[src/rtl/irq_router_pkg.sv]
package irq_router_pkg;
   localparam int unsigned ENT_W     = 64;
   localparam int unsigned VEC_W     = 8;
   localparam int unsigned MODE_W    = 3;
   localparam int unsigned DEST_W    = 8;
   localparam int unsigned VEC_LSB   = 0;
   localparam int unsigned MODE_LSB  = 8;
   localparam int unsigned DMODE_BIT = 11;
   localparam int unsigned POL_BIT   = 13;
   localparam int unsigned RIRR_BIT  = 14;
   localparam int unsigned TRIG_BIT  = 15;
   localparam int unsigned MASK_BIT  = 16;
   localparam int unsigned DEST_LSB  = 56;

   localparam logic [ENT_W-1:0] RESET_ENTRY = ENT_W'(1) << MASK_BIT;
   localparam logic [ENT_W-1:0] RIRR_SEL    = ENT_W'(1) << RIRR_BIT;

   typedef struct packed {
      logic [DEST_W-1:0] dest;
      logic              dest_mode;
      logic [MODE_W-1:0] mode;
      logic [VEC_W-1:0]  vector;
   } irq_msg_t;
endpackage

[src/rtl/irq_req_latch.sv]
module irq_req_latch #(
   parameter int unsigned NUM_PINS = 24
) (
   input  logic                clk,
   input  logic                rst_n,
   input  logic [NUM_PINS-1:0] pin_i,
   input  logic [NUM_PINS-1:0] pol_i,
   input  logic [NUM_PINS-1:0] trig_i,
   input  logic [NUM_PINS-1:0] clr_i,
   output logic [NUM_PINS-1:0] irr_o
);
   logic [NUM_PINS-1:0] act;
   logic [NUM_PINS-1:0] act_q;
   logic [NUM_PINS-1:0] rise;
   logic [NUM_PINS-1:0] irr_q;

   assign act   = pin_i ^ pol_i;
   assign rise  = act & ~act_q;
   assign irr_o = irr_q;

   always_ff @(posedge clk) begin
      if (!rst_n) begin
         act_q <= '0;
         irr_q <= '0;
      end else begin
         act_q <= act;
         for (int i = 0; i < NUM_PINS; i++) begin
            if (trig_i[i])      irr_q[i] <= act[i];
            else if (rise[i])   irr_q[i] <= 1'b1;
            else if (clr_i[i])  irr_q[i] <= 1'b0;
         end
      end
   end

   for (genvar g = 0; g < NUM_PINS; g++) begin : g_chk
      AST_EDGE_CLEARED: assert property (@(posedge clk) disable iff (!rst_n)
         (!trig_i[g] && clr_i[g] && !rise[g]) |=> !irr_o[g]);
   end
endmodule

[src/rtl/irq_pick.sv]
module irq_pick #(
   parameter int unsigned NUM_PINS = 24,
   parameter int unsigned IDX_W    = 5
) (
   input  logic [NUM_PINS-1:0] req_i,
   output logic                any_o,
   output logic [IDX_W-1:0]    idx_o
);
   always_comb begin
      any_o = |req_i;
      idx_o = '0;
      for (int i = NUM_PINS - 1; i >= 0; i--) begin
         if (req_i[i]) idx_o = IDX_W'(i);
      end
   end
endmodule

[src/rtl/irq_entry_table.sv]
module irq_entry_table
   import irq_router_pkg::*;
#(
   parameter int unsigned NUM_PINS = 24,
   parameter int unsigned IDX_W    = 5
) (
   input  logic                clk,
   input  logic                rst_n,
   input  logic                cfg_wr,
   input  logic [IDX_W-1:0]    cfg_addr,
   input  logic [ENT_W-1:0]    cfg_wdata,
   output logic [ENT_W-1:0]    cfg_rdata,
   input  logic                fire_i,
   input  logic [IDX_W-1:0]    fire_idx_i,
   input  logic                eoi_valid,
   input  logic [VEC_W-1:0]    eoi_vector,
   input  logic [IDX_W-1:0]    sel_idx_i,
   output irq_msg_t            sel_msg_o,
   output logic [NUM_PINS-1:0] mask_o,
   output logic [NUM_PINS-1:0] trig_o,
   output logic [NUM_PINS-1:0] pol_o,
   output logic [NUM_PINS-1:0] rirr_o
);
   logic [ENT_W-1:0]    ent_q [NUM_PINS];
   logic [NUM_PINS-1:0] rirr_q;
   logic [NUM_PINS-1:0] rirr_d;
   logic [NUM_PINS-1:0] vec_hit;
   logic                addr_ok;
   logic [ENT_W-1:0]    sel_ent;

   assign addr_ok = 32'(cfg_addr) < NUM_PINS;

   for (genvar g = 0; g < NUM_PINS; g++) begin : g_fld
      assign mask_o[g]  = ent_q[g][MASK_BIT];
      assign trig_o[g]  = ent_q[g][TRIG_BIT];
      assign pol_o[g]   = ent_q[g][POL_BIT];
      assign vec_hit[g] = ent_q[g][VEC_LSB +: VEC_W] == eoi_vector;
   end
   assign rirr_o = rirr_q;

   always_comb begin
      rirr_d = rirr_q;
      for (int i = 0; i < NUM_PINS; i++) begin
         if (fire_i && fire_idx_i == IDX_W'(i) && trig_o[i])
            rirr_d[i] = 1'b1;
         else if (eoi_valid && rirr_q[i] && vec_hit[i])
            rirr_d[i] = 1'b0;
      end
   end

   always_ff @(posedge clk) begin
      if (!rst_n) begin
         rirr_q <= '0;
         for (int i = 0; i < NUM_PINS; i++) ent_q[i] <= RESET_ENTRY;
      end else begin
         rirr_q <= rirr_d;
         for (int i = 0; i < NUM_PINS; i++) begin
            if (cfg_wr && cfg_addr == IDX_W'(i))
               ent_q[i] <= cfg_wdata & ~RIRR_SEL;
         end
      end
   end

   always_comb begin
      cfg_rdata = '0;
      if (addr_ok)
         cfg_rdata = ent_q[cfg_addr] | (rirr_q[cfg_addr] ? RIRR_SEL : '0);
   end

   assign sel_ent             = ent_q[sel_idx_i];
   assign sel_msg_o.vector    = sel_ent[VEC_LSB +: VEC_W];
   assign sel_msg_o.mode      = sel_ent[MODE_LSB +: MODE_W];
   assign sel_msg_o.dest_mode = sel_ent[DMODE_BIT];
   assign sel_msg_o.dest      = sel_ent[DEST_LSB +: DEST_W];

   AST_LEVEL_HOLD_SET: assert property (@(posedge clk) disable iff (!rst_n)
      (fire_i && trig_o[fire_idx_i]) |=> rirr_o[$past(fire_idx_i)]);
   AST_SW_NO_RIRR: assert property (@(posedge clk) disable iff (!rst_n)
      (cfg_wr && !fire_i && !eoi_valid) |=> $stable(rirr_o));

   for (genvar g = 0; g < NUM_PINS; g++) begin : g_eoi_chk
      AST_EOI_RELEASE: assert property (@(posedge clk) disable iff (!rst_n)
         (eoi_valid && rirr_o[g] && vec_hit[g] &&
          !(fire_i && fire_idx_i == IDX_W'(g))) |=> !rirr_o[g]);
   end
endmodule

[src/rtl/pin_irq_router.sv]
module pin_irq_router
   import irq_router_pkg::*;
#(
   parameter  int unsigned NUM_PINS = 24,
   localparam int unsigned IDX_W    = (NUM_PINS > 1) ? $clog2(NUM_PINS) : 1
) (
   input  logic                clk,
   input  logic                rst_n,
   input  logic [NUM_PINS-1:0] pin_in,
   input  logic                cfg_wr,
   input  logic [IDX_W-1:0]    cfg_addr,
   input  logic [63:0]         cfg_wdata,
   output logic [63:0]         cfg_rdata,
   input  logic                eoi_valid,
   input  logic [7:0]          eoi_vector,
   output logic                dlv_valid,
   input  logic                dlv_ready,
   output logic [IDX_W-1:0]    dlv_pin,
   output logic [7:0]          dlv_vector,
   output logic [2:0]          dlv_mode,
   output logic                dlv_dest_mode,
   output logic [7:0]          dlv_dest
);
   if (NUM_PINS < 1 || NUM_PINS > 256) begin : g_bad_pins
      $error("pin_irq_router: NUM_PINS must lie in 1..256");
   end
   if (ENT_W != 64 || DEST_LSB + DEST_W > ENT_W) begin : g_bad_layout
      $error("pin_irq_router: entry layout does not fit 64 bits");
   end

   logic [NUM_PINS-1:0] mask, trig, pol, rirr, irr, eligible, clr_edge;
   logic                fire;
   irq_msg_t            msg;

   irq_entry_table #(.NUM_PINS(NUM_PINS), .IDX_W(IDX_W)) u_table (
      .clk        (clk),
      .rst_n      (rst_n),
      .cfg_wr     (cfg_wr),
      .cfg_addr   (cfg_addr),
      .cfg_wdata  (cfg_wdata),
      .cfg_rdata  (cfg_rdata),
      .fire_i     (fire),
      .fire_idx_i (dlv_pin),
      .eoi_valid  (eoi_valid),
      .eoi_vector (eoi_vector),
      .sel_idx_i  (dlv_pin),
      .sel_msg_o  (msg),
      .mask_o     (mask),
      .trig_o     (trig),
      .pol_o      (pol),
      .rirr_o     (rirr)
   );

   irq_req_latch #(.NUM_PINS(NUM_PINS)) u_req (
      .clk    (clk),
      .rst_n  (rst_n),
      .pin_i  (pin_in),
      .pol_i  (pol),
      .trig_i (trig),
      .clr_i  (clr_edge),
      .irr_o  (irr)
   );

   assign eligible = irr & ~mask & ~(trig & rirr);

   irq_pick #(.NUM_PINS(NUM_PINS), .IDX_W(IDX_W)) u_pick (
      .req_i (eligible),
      .any_o (dlv_valid),
      .idx_o (dlv_pin)
   );

   assign fire = dlv_valid & dlv_ready;

   always_comb begin
      clr_edge = '0;
      if (fire) clr_edge[dlv_pin] = ~trig[dlv_pin];
   end

   assign dlv_vector    = msg.vector;
   assign dlv_mode      = msg.mode;
   assign dlv_dest_mode = msg.dest_mode;
   assign dlv_dest      = msg.dest;

   AST_MASKED_SILENT: assert property (@(posedge clk) disable iff (!rst_n)
      dlv_valid |-> !mask[dlv_pin]);
   AST_HELD_OFF: assert property (@(posedge clk) disable iff (!rst_n)
      dlv_valid |-> !(trig[dlv_pin] && rirr[dlv_pin]));
   AST_PENDING_ONLY: assert property (@(posedge clk) disable iff (!rst_n)
      dlv_valid |-> irr[dlv_pin]);
endmodule

[config.mk]
export PLATFORM = sky130hd
export DESIGN_NAME = pin_irq_router
export DESIGN_NICKNAME = d
export VERILOG_FILES = /design/src/rtl/irq_router_pkg.sv /design/src/rtl/irq_req_latch.sv /design/src/rtl/irq_pick.sv /design/src/rtl/irq_entry_table.sv /design/src/rtl/pin_irq_router.sv
export SDC_FILE = /design/constraint.sdc
export NUM_CORES = 2
export LEC_CHECK = 0
export BUFFER_PORTS_ARGS = -buffer_cell sky130_fd_sc_hd__buf_2
export CAP_MARGIN = 20
export CORE_MARGIN = 2
export CORE_UTILIZATION = 35
export CTS_BUF_LIST = sky130_fd_sc_hd__clkbuf_8
export DETAILED_ROUTE_END_ITERATION = 8
export HOLD_SLACK_MARGIN = 0.05
export PLACE_DENSITY = 0.49
export SLEW_MARGIN = 10
export SYNTH_ARGS = -nofsm -noshare
export SYNTH_HDL_FRONTEND = slang
export SYNTH_SLANG_ARGS = --single-unit
[constraint.sdc]
create_clock -name clk -period 9 [get_ports clk]
set_clock_uncertainty 0.2 [all_clocks]
set_input_delay 0.9 -clock clk [delete_from_list [all_inputs] [get_ports clk]]
set_output_delay 0.9 -clock clk [all_outputs]
set_load 0.01 [all_outputs]
==> flow_metrics.env <==
export IMPL_die_h_um=459
export IMPL_slew_headroom_pct=18.5
export IMPL_synthArstFlopShare_pct=0
export IMPL_routed_wl_um=251000
export IMPL_place_hpwl_um=143000
export IMPL_root_buffer="clkbuf_8"
export IMPL_synth_top_family_by_area="multiplexers"
export IMPL_drtPass1Iterations=8
export IMPL_syn_avg_cell_area_um2=14.7
export IMPL_reg2reg_to="u_req.irr_o[12]"
export IMPL_grt_ovfl_total=0
export IMPL_wl_met3_um=17800
export IMPL_yosys_warnings=0
export IMPL_vias=45600
export IMPL_fin_hold_ws_ns=0.129
export IMPL_drt_iter0_drc=5197
export IMPL_syn_area_mm2=0.0725
export IMPL_cts_clk_slew_worst_paths_ns=0.06
export IMPL_dpl_cell_count=7508
export IMPL_core_area_mm2=0.206
export IMPL_grt_max_degree=132
export IMPL_clk_path_buf_depth=4
export IMPL_io_buffers=194
export IMPL_worst_slack_ns=2.04
export IMPL_ios=196
export IMPL_clkSinkCount=1584
export IMPL_crit_arrival_ns=5.86
export IMPL_tightest_slew_ns=1.19
export IMPL_synth_nets=5037
export IMPL_crit_type="reg2out"
export IMPL_synthFlopType="edfxtp_1"
export IMPL_required_ns=7.90
export IMPL_final_max_slew_violation_count=0
export IMPL_htree_levels=5
export IMPL_avgViaCountPerCell=5.69
export IMPL_synth_edf_count=1512
export IMPL_wl_met2_um=124000
export IMPL_synth_xor_area_share_pct=2.61
export IMPL_mostFrequentLayoutCells="edfxtp_1, nor2_1, mux4_2"
export IMPL_fmax_ghz=0.144
export IMPL_min_period_ns=6.96
export IMPL_place_area_mm2=0.0764
export IMPL_tns_ns=0
export IMPL_power_density_mw_per_mm2=219
export IMPL_ys_types=75
export IMPL_synth_compound_area_share_pct=4.23
export IMPL_pre_cts_ws_ns=3.11
export IMPL_area_growth_synth_to_final_pct=12.7
export IMPL_grt_use_total_pct=23.6
export IMPL_whs_endpoint="u_req.irr_o[8]"
export IMPL_antenna_found_initial=10
export IMPL_ys_seq_elements=1584
export IMPL_dieArea_mm2=0.211
export IMPL_hp_class="in2reg"
export IMPL_drive_gt1_share_pct=22.8
export IMPL_worstReg2RegStart="u_table.ent_q[23][14]"
export IMPL_leakagePower_nw=28.0
export IMPL_die_x_um=459
export IMPL_insertion_delay_ns=1.05
export IMPL_status="complete, no violations"
export IMPL_grt_pass1_vias=47300
export IMPL_worstHoldStart="pin_in[8]"
export IMPL_synthMuxAreaShare_pct=16.8
export IMPL_hold_viol=0
export IMPL_synthSimpleGateAreaFrac_pct=8.63
export IMPL_syn_inst=4931
export IMPL_worst_r2r_setup_slack_ns=4.07
export IMPL_ir_drop_mv=0.154
export IMPL_yosys_area_share_adder_pct=0
export IMPL_final_nets=5231
export IMPL_whs_path_depth=4
export IMPL_routabilityCongestion=0.854
export IMPL_layout_commonest_cell="edfxtp_1"
export IMPL_fin_crit_sh_pct=77.3
export IMPL_rsz0062_at_grt="no"
export IMPL_grt_pass1_wl_um=355000
export IMPL_top_layer_used="met4"
export IMPL_endpoint_kind="output port"
export IMPL_final_area_mm2=0.0817
export IMPL_initial_core_util_pct=35.1
export IMPL_wl_met1_um=102000
export IMPL_row_count=167
export IMPL_start_kind="flip-flop"
export IMPL_avgRoutedWirePerCell_um=31.3
export IMPL_path_max_fanout=131
export IMPL_cts_made_buffers=297
export IMPL_rr_worst_depth=11
export IMPL_tritoncts="done"
export IMPL_ctsResizeCount=0
export IMPL_drtAntennaViolNets=0
export IMPL_drv_cap=0
export IMPL_drc_errors=0
export IMPL_finalSetupViolCount=0
export IMPL_yosysSeqAreaShare_pct=64.6
export IMPL_stdcell_count=8025
[layer usage]
layer	global-route usage (%)	vias up
met4	7.54	0
li1	-	19100
met1	31.2	24100
met3	3.94	449
met2	39.7	1972
met5	0	-
[flip-flops by register name, summed over array words and instances, names as in the netlist]
name and count:
u_req.act_q 24, u_req.irr_o 24, u_table.ent_q 1512, u_table.rirr_o 24
[Yosys cell counts (4+ instances only)]
library cell / count / area [um2]
nand2_1: 183 / 687
a222oi_1: 40 / 400
or3_1: 5 / 31.3
o31ai_1: 6 / 45.0
nor3_1: 12 / 60.1
nor2_1: 1157 / 4340
buf_6: 6 / 67.6
a221oi_1: 81 / 709
nand3_1: 63 / 315
mux2i_1: 70 / 701
and3_1: 10 / 62.6
mux2_2: 43 / 484
a32oi_1: 10 / 87.6
a21oi_1: 56 / 280
a31oi_1: 21 / 131
edfxtp_1: 1512 / 45400
a22oi_1: 23 / 173
clkbuf_1: 303 / 1140
nand4_1: 7 / 43.8
xor2_1: 182 / 1590
a211oi_1: 4 / 30.0
inv_1: 163 / 612
xnor2_1: 34 / 298
buf_2: 28 / 140
o21ai_0: 36 / 180
and2_1: 22 / 138
buf_1: 71 / 267
nor2b_1: 19 / 119
nor4_1: 29 / 181
nand2b_1: 12 / 75.1
dfxtp_1: 72 / 1440
o22ai_1: 65 / 407
mux4_2: 488 / 11000
o41ai_1: 21 / 184
or4_1: 16 / 120
[worst max path at each step]
stage	from	to	slack, ns	cells after the start
after floorplan	cfg_addr[1]	u_table.ent_q[18][0]	1.17	7
after global placement	cfg_addr[1]	cfg_rdata[63]	3.12	8
after detailed placement	cfg_addr[1]	cfg_rdata[63]	3.11	8
after CTS	u_table.ent_q[8][14]	dlv_mode[1]	2.06	12
after global routing	u_table.ent_q[23][14]	dlv_mode[1]	1.99	11
final	u_table.ent_q[15][14]	dlv_dest[7]	2.04	11
[repair_timing]
action	in CTS	in global routing
hold buffers	22	0
buffers inserted	0	0
endpoints found under the hold margin	31	0
[power breakdown]
part / switching (mW) / internal (mW)
sequential: 0.202 / 8.56
clock: 3.05 / 3.27
combinational: 1.83 / 1.01
[final cells by class]
type / count / area, um2
timing repair buffer: 306 / 2000
fill: 19400 / 125000
clock inverter: 187 / 866
sequential: 1584 / 46800
multi-input combinational: 2768 / 23800
inverter: 168 / 631
clock buffer: 307 / 4230
antenna: 1 / 2.50
tap: 2704 / 3380
[stage by stage]
| stage | utilization [%] | total power [mW] |
|---|---|---|
| after floorplan | - | 10.6 |
| final | 39.6 | 17.9 |
| after global routing | 39.6 | 18.5 |
| after CTS | 39.6 | 18.1 |
| after global placement | 37.0 | 11.7 |
| after detailed placement | 37.0 | 11.7 |
[critical path, cell delays in order (launching register included)]
cell,delay [ns]
edfxtp_1,0.43
nand2_1,0.14
a32oi_1,0.59
o311ai_1,0.32
a2111oi_2,0.44
o21ai_1,0.18
o21ai_4,0.24
buf_12,0.63
a221oi_1,0.23
or4_1,0.58
a31oi_1,0.68
buf_2,0.26
[cell families after synthesis]
logic type      count (synthesis)
compound gates                405
xor+xnor                      216
buf+inv                       579
flops                        1584
mux                           601
simple gates                 1546
(Power assumes the default switching activity.)
